## src/rtl/pt_pkg.sv

```systemverilog
package pt_pkg;
    typedef enum logic {
        IDLE_S   = 1'b0,
        ACTIVE_S = 1'b1
    } pt_state_e;

    typedef enum logic {
        SEL_ZERO = 1'b0,
        SEL_INC  = 1'b1
    } pt_sel_e;
endpackage

```

## src/rtl/pt_ctrl.sv

```systemverilog
module pt_ctrl
    import pt_pkg::*;
(
    input  logic    clk,
    input  logic    rst,
    input  logic    start_i,
    input  logic    match_i,
    output logic    load_o,
    output pt_sel_e sel_o,
    output logic    pulse_o
);
    pt_state_e state_q, state_d;

    // State register
    always_ff @(posedge clk) begin
        if (rst) state_q <= IDLE_S;
        else     state_q <= state_d;
    end

    // Next-state logic: arm / wait / dwell / expire
    always_comb begin
        state_d = state_q;
        unique case (state_q)
            IDLE_S:   if (start_i) state_d = ACTIVE_S;
            ACTIVE_S: if (match_i) state_d = IDLE_S;
            default:  state_d = IDLE_S;
        endcase
    end

    // Output and datapath control logic
    always_comb begin
        load_o  = 1'b0;
        sel_o   = SEL_ZERO;
        pulse_o = 1'b0;
        unique case (state_q)
            IDLE_S: begin
                load_o = start_i;
                sel_o  = SEL_ZERO;
            end
            ACTIVE_S: begin
                load_o  = 1'b1;
                sel_o   = SEL_INC;
                pulse_o = 1'b1;
            end
            default: ;
        endcase
    end


    property reset_idle_p;
        @(posedge clk) rst |=> (state_q == IDLE_S);
    endproperty
    reset_idle_chk: assert property (reset_idle_p);


    property arm_p;
        @(posedge clk) disable iff (rst)
            (state_q == IDLE_S && start_i) |=> (state_q == ACTIVE_S);
    endproperty
    arm_chk: assert property (arm_p);


    property idle_hold_p;
        @(posedge clk) disable iff (rst)
            (state_q == IDLE_S && !start_i) |=> (state_q == IDLE_S);
    endproperty
    idle_hold_chk: assert property (idle_hold_p);


    property expire_p;
        @(posedge clk) disable iff (rst)
            (state_q == ACTIVE_S && match_i) |=> (state_q == IDLE_S);
    endproperty
    expire_chk: assert property (expire_p);


    property dwell_p;
        @(posedge clk) disable iff (rst)
            (state_q == ACTIVE_S && !match_i) |=> (state_q == ACTIVE_S);
    endproperty
    dwell_chk: assert property (dwell_p);
endmodule

```

## src/rtl/pt_cnt.sv

```systemverilog
module pt_cnt
    import pt_pkg::*;
#(
    parameter int PULSE_LEN = 2
) (
    input  logic    clk,
    input  logic    rst,
    input  logic    load_i,
    input  pt_sel_e sel_i,
    output logic    match_o
);
    localparam int CNT_W = (PULSE_LEN < 2) ? 1 : $clog2(PULSE_LEN + 1);
    localparam logic [CNT_W-1:0] LAST = CNT_W'(PULSE_LEN - 1);

    logic [CNT_W-1:0] cnt_q, cnt_d;

    // Datapath multiplexer feeding the counter register
    always_comb begin
        unique case (sel_i)
            SEL_ZERO: cnt_d = '0;
            SEL_INC:  cnt_d = cnt_q + CNT_W'(1);
            default:  cnt_d = '0;
        endcase
    end

    always_ff @(posedge clk) begin
        if (rst)         cnt_q <= '0;
        else if (load_i) cnt_q <= cnt_d;
    end

    // Comparator
    assign match_o = (cnt_q == LAST);


    property cnt_reset_p;
        @(posedge clk) rst |=> (cnt_q == '0);
    endproperty
    cnt_reset_chk: assert property (cnt_reset_p);


    property cnt_zero_p;
        @(posedge clk) disable iff (rst)
            (load_i && sel_i == SEL_ZERO) |=> (cnt_q == '0);
    endproperty
    cnt_zero_chk: assert property (cnt_zero_p);


    property cnt_inc_p;
        @(posedge clk) disable iff (rst)
            (load_i && sel_i == SEL_INC) |=> (cnt_q == $past(cnt_q) + CNT_W'(1));
    endproperty
    cnt_inc_chk: assert property (cnt_inc_p);


    property cnt_hold_p;
        @(posedge clk) disable iff (rst)
            !load_i |=> $stable(cnt_q);
    endproperty
    cnt_hold_chk: assert property (cnt_hold_p);
endmodule

```

## src/rtl/pulse_timer.sv

```systemverilog
module pulse_timer #(
    parameter int PULSE_LEN = 2
) (
    input  logic clk,
    input  logic rst,
    input  logic start_i,
    output logic pulse_o
);
    import pt_pkg::*;

    logic    load;
    logic    match;
    pt_sel_e sel;

    pt_ctrl u_ctrl (
        .clk     (clk),
        .rst     (rst),
        .start_i (start_i),
        .match_i (match),
        .load_o  (load),
        .sel_o   (sel),
        .pulse_o (pulse_o)
    );

    pt_cnt #(.PULSE_LEN(PULSE_LEN)) u_cnt (
        .clk     (clk),
        .rst     (rst),
        .load_i  (load),
        .sel_i   (sel),
        .match_o (match)
    );


    property match_ends_p;
        @(posedge clk) disable iff (rst)
            (pulse_o && match) |=> !pulse_o;
    endproperty
    match_ends_chk: assert property (match_ends_p);


    property reset_low_p;
        @(posedge clk) rst |=> !pulse_o;
    endproperty
    reset_low_chk: assert property (reset_low_p);
endmodule

```

## config.mk

```make
export PLATFORM = sky130hd
export DESIGN_NAME = pulse_timer
export DESIGN_NICKNAME = d
export VERILOG_FILES = /design/src/rtl/pt_pkg.sv /design/src/rtl/pt_ctrl.sv /design/src/rtl/pt_cnt.sv /design/src/rtl/pulse_timer.sv
export SDC_FILE = /design/constraint.sdc
export NUM_CORES = 1
export LEC_CHECK = 0
export BUFFER_PORTS_ARGS = -buffer_cell sky130_fd_sc_hd__buf_2
export CORE_AREA = 4 4 41 43
export CTS_CLUSTER_SIZE = 28
export DETAILED_ROUTE_END_ITERATION = 8
export DIE_AREA = 0 0 45 47
export PLACE_DENSITY = 0.3
export SLEW_MARGIN = 10
export SYNTH_ARGS = -nofsm -noshare
export SYNTH_HDL_FRONTEND = slang
export SYNTH_SLANG_ARGS = --single-unit
```

## constraint.sdc

```tcl
create_clock -name clk -period 1.5 [get_ports clk]
set_input_delay 0.075 -clock clk [delete_from_list [all_inputs] [get_ports clk]]
set_output_delay 0.075 -clock clk [all_outputs]
set_load 0.1 [all_outputs]
```

# Word level (Yosys, flattened, before mapping)
# Cells that the tools add are included.
# Widths: inputs -> output; s select.
[op_classes] eq_ne=1 addsub=1 bitwise_logic=2 mux=7
[ops] cell="$pmux 1 s2" count=3
[ops] cell="$pmux 2 s2" count=1
[ops] cell="$mux 1" count=3
[ops] cell="$add 2x1->2 const B" count=1
[ops] cell="$eq 2x1->1 const B" count=1
[ops] cell="$not 1->1" count=2
[word_totals] inputBits=3 out_inout_bits=1 regBits=3 wordCells=13

# Logic depth before layout (Yosys ltp)
[depth] ltp_word=4 depth_mapped=4 mapped_depth_nobuf=4

# Cells and area by module
# From an unflattened synthesis, not the netlist that was laid out.
[hier_totals] cells_unflattened=16 hier_area_um2=160.2
[by_module_without_submodules] mod="pt_cnt" seq_area_each_um2=40.0 area_each_um2=97.6 cells_per_inst=10 n_inst=1
[by_module_without_submodules] mod="pt_ctrl" seq_area_each_um2=20.0 area_each_um2=62.6 cells_per_inst=6 n_inst=1

# Least setup slack after synthesis
# Ideal clock, no wire load.
[synth_path] kind="flip-flop to flip-flop" startpoint="register u_ctrl.state_q" endpoint="register u_cnt.cnt_q[1]" setup_slack_ps=-56 stages_incl_launch_ff=3 arrival_time_ps=1452 period_less_slack_ps=1556 n_path_buf=0 setup_time_ps=105 t_required_ps=1395 cell_sequence="dfxtp_1 or3b_1 o41ai_1"
[synth_between] elab_chain_len=4 word_cells_on_any_way=5 classes_between="mux: 3; bitwise: 2"
[synth_lines] item="start: declaration" line_no="pt_ctrl.sv:12" source="pt_state_e state_q, state_d;"
[synth_lines] item="start signal: assignment" line_no="pt_ctrl.sv:17" source="else state_q <= state_d;"
[synth_lines] item="$not 1->1" line_no="pt_ctrl.sv:35" source="unique case (state_q)"
[synth_lines] item="$pmux 1 s2" line_no="pt_ctrl.sv:35"
[synth_lines] item="$not 1->1" line_no="pt_cnt.sv:19" source="unique case (sel_i)"
[synth_lines] item="$pmux 2 s2" line_no="pt_cnt.sv:19"
[synth_lines] item="end signal: assignment" line_no="pt_cnt.sv:28" source="else if (load_i) cnt_q <= cnt_d;"
[synth_lines] item="end: declaration" line_no="pt_cnt.sv:15" source="logic [CNT_W-1:0] cnt_q, cnt_d;"
# Several ways; a longest one is shown, not always the timed one.
# A chain may end at the register's enable or synchronous reset.

# Worst setup path in the final report
[layout_path] startpoint="register u_cnt.cnt_q[1]" endpoint="register u_cnt.cnt_q[1]"
[layout_between] elab_chain_len=2
[layout_lines] item="$add 2x1->2" line_no="pt_cnt.sv:21" source="SEL_INC: cnt_d = cnt_q + CNT_W'(1);"
[layout_lines] item="$pmux 2 s2" line_no="pt_cnt.sv:19"
# Every way passes these cells.

==> run metrics <==
Post-DP HPWL=191 µm; crit start category=flop; clk slew on worst S/H paths=0.04 ns; chip height=47 µm; first-pass GRT wire length=469 µm; HP Class=in -> reg; top post-synthesis cells by area=dfxtp_1 48%, or3b_1 14%, ha_1 9.9%; f_max=885 MHz; status=completed; peak supply drop=370 µV; final hold violation count=0; final net count=24; setup_tns=0 ns; CTS tree=yes; Core Area=0.00130 mm²; Syn Inst Count=12; gpl congestion=0.640; critical path data required time=1.62 ns; Worst Max-Slew Pin Slew=0.487 ns; io pins=4; Initial Utilization=0.0971; minimum clock period=roughly 1.1 ns; Critical Path, Cell by Cell=inv_1, ha_1, or3b_1, o41ai_1; WL/cell=roughly 7.3 µm; quantity of hold-fixing buffers added after cts=0; Routed WL=249 µm; share of layout cells above drive strength 1=0.368; Clock Path Buffers=2; post-synth top area share=0.475; DR vias=114; Syn-to-layout area delta=48.5%; net count after synthesis=16; syn_area_per_cell=roughly 11 µm²; Power Dens Cells=1390 mW/mm²; die area=0.00212 mm²; synth unique cells=9; fin worst setup slack=0.370 ns; Sink Count=3; Yosys reg bits=3; Ys Warns=0; RSZ-0062 raised after global routing=no; initial antenna violation count=0; largest net degree at the start of global routing=8; Final Cycle Share=0.753; dpl cell area=161 µm²; Post-CTS Setup Inserts=0; Crit Path Class=reg -> reg; GRT Overall Usage=0.0371; row count=13; Routed Antenna Nets=0; CP max stage cell=or3b_1; final instance area=188 µm²; post_cts resized=0; Max-cap violations=0; crit path DAT=1.25 ns; TritonRoute pass-1 iters=1; sequential fraction of the synthesis area=0.475; Synth area leader=dfxtp_1; CTS Buf Count=3; Leakage Power=0.0736 nW; crit path capture type=flop; # H-tree levels=1; Max Slew Vio Count=0; Final Non-Filler Cells=34; Port Buffers=3; gr ovfl total=0; synthesized area=between 100 and 150 µm²; CP max FO=2; total power=0.000260 W; DRC viols=0; Slew HR=0.678; initial DRC count=0; clock latency on the worst-skew pair=0.23 ns; CTS root buf=clkbuf_4; vias in the first global route=133; CP max stage delay=~0.34 ns; vias per std cell=3.35; Ant. Diodes=0; Clock Skew=0.00148 ns; pre-CTS setup slack=0.389 ns; Finish-stage setup viols=0; dpl cells=30; Die Wd=45 µm
-- worst max-delay path, delay by kind of cell (launching register included) --
family	cells	cell delay, ns
AND/OR/NAND/NOR	1	0.34
flip-flops	1	0.31
adder cells (fa/ha/maj)	1	0.25
AO/OA/AOI/OAI	1	0.07
buffers and inverters	1	0.05
-- power breakdown --
part,switching [W],internal [W]
clock network,0.0000381,0.0000994
logic,0.0000229,0.00000951
registers,0.00000468,0.0000859
total,0.0000656,0.000195
-- path summary, 6_finish.rpt --
kind	end	from	cells after the start	slack, ns
setup / recovery	u_cnt.cnt_q[1]	u_cnt.cnt_q[1]	4	0.37
hold / removal	u_ctrl.state_q	rst	2	0.05
setup reg to reg	u_cnt.cnt_q[1]	u_cnt.cnt_q[1]	4	0.37
hold reg to reg	u_ctrl.state_q	u_ctrl.state_q	1	0.48
-- flip-flops by register name, summed over array words and instances, names as in the netlist --
name and flops:
u_cnt.cnt_q 2, u_ctrl.state_q 1
-- per-stage QoR --
step | util | hold slack, ns
3_3_place_gp | 0.124 | 0.287
2_1_floorplan | - | 0.140
5_1_grt | 0.144 | 0.0517
3_5_place_dp | 0.124 | 0.287
6_report | 0.144 | 0.0453
4_1_cts | 0.144 | 0.0359
-- synthesized netlist by cell type --
master and instances:
or2b_1 1, o41ai_1 1, dfxtp_1 3, or3b_1 2
inv_1 1, nor2_1 1, ha_1 1, a21oi_1 1
a211oi_1 1
-- cell families (layout without fill, tap and decap cells) --
| family | count (synthesis) | count (layout) | synth area share |
|---|---|---|---|
| AO/OA/AOI/OAI | 3 | 3 | 0.168 |
| flip-flops | 3 | 3 | 0.475 |
| adder cells (fa/ha/maj) | 1 | 1 | 0.0990 |
| buffers and inverters | 1 | 8 | 0.0297 |
| AND/OR/NAND/NOR | 4 | 4 | 0.228 |
-- cells in the final DEF (no fill, tap or decap) --
cell type | netlist | routed
o41ai_1 | 1 | 1
dfxtp_2 | 0 | 1
a211oi_1 | 1 | 1
or2b_1 | 1 | 1
dfxtp_1 | 3 | 2
inv_1 | 1 | 1
or3b_1 | 2 | 2
buf_2 | 0 | 3
ha_1 | 1 | 1
clkbuf_4 | 0 | 3
a21oi_1 | 1 | 1
clkbuf_1 | 0 | 1
nor2_1 | 1 | 1
-- area by class of cell --
type | count | area, µm²
fill | 159 | 1110
multi-input combinational | 8 | 62.6
timing repair buffer | 3 | 15.0
inverter | 1 | 3.75
tap | 15 | 18.8
clock buffer | 4 | 26.3
sequential | 3 | 61.3
-- per-layer routing --
| layer | track usage | part of all wire |
|---|---|---|
| met1 | 0.0249 | 0.39 |
| met2 | 0.0508 | 0.58 |
| met3 | 0.0230 | 0.036 |
| met4 | 0.0702 | 0 |
| met5 | 0 | 0 |
No activity file was read; power rests on OpenSTA's default activity.
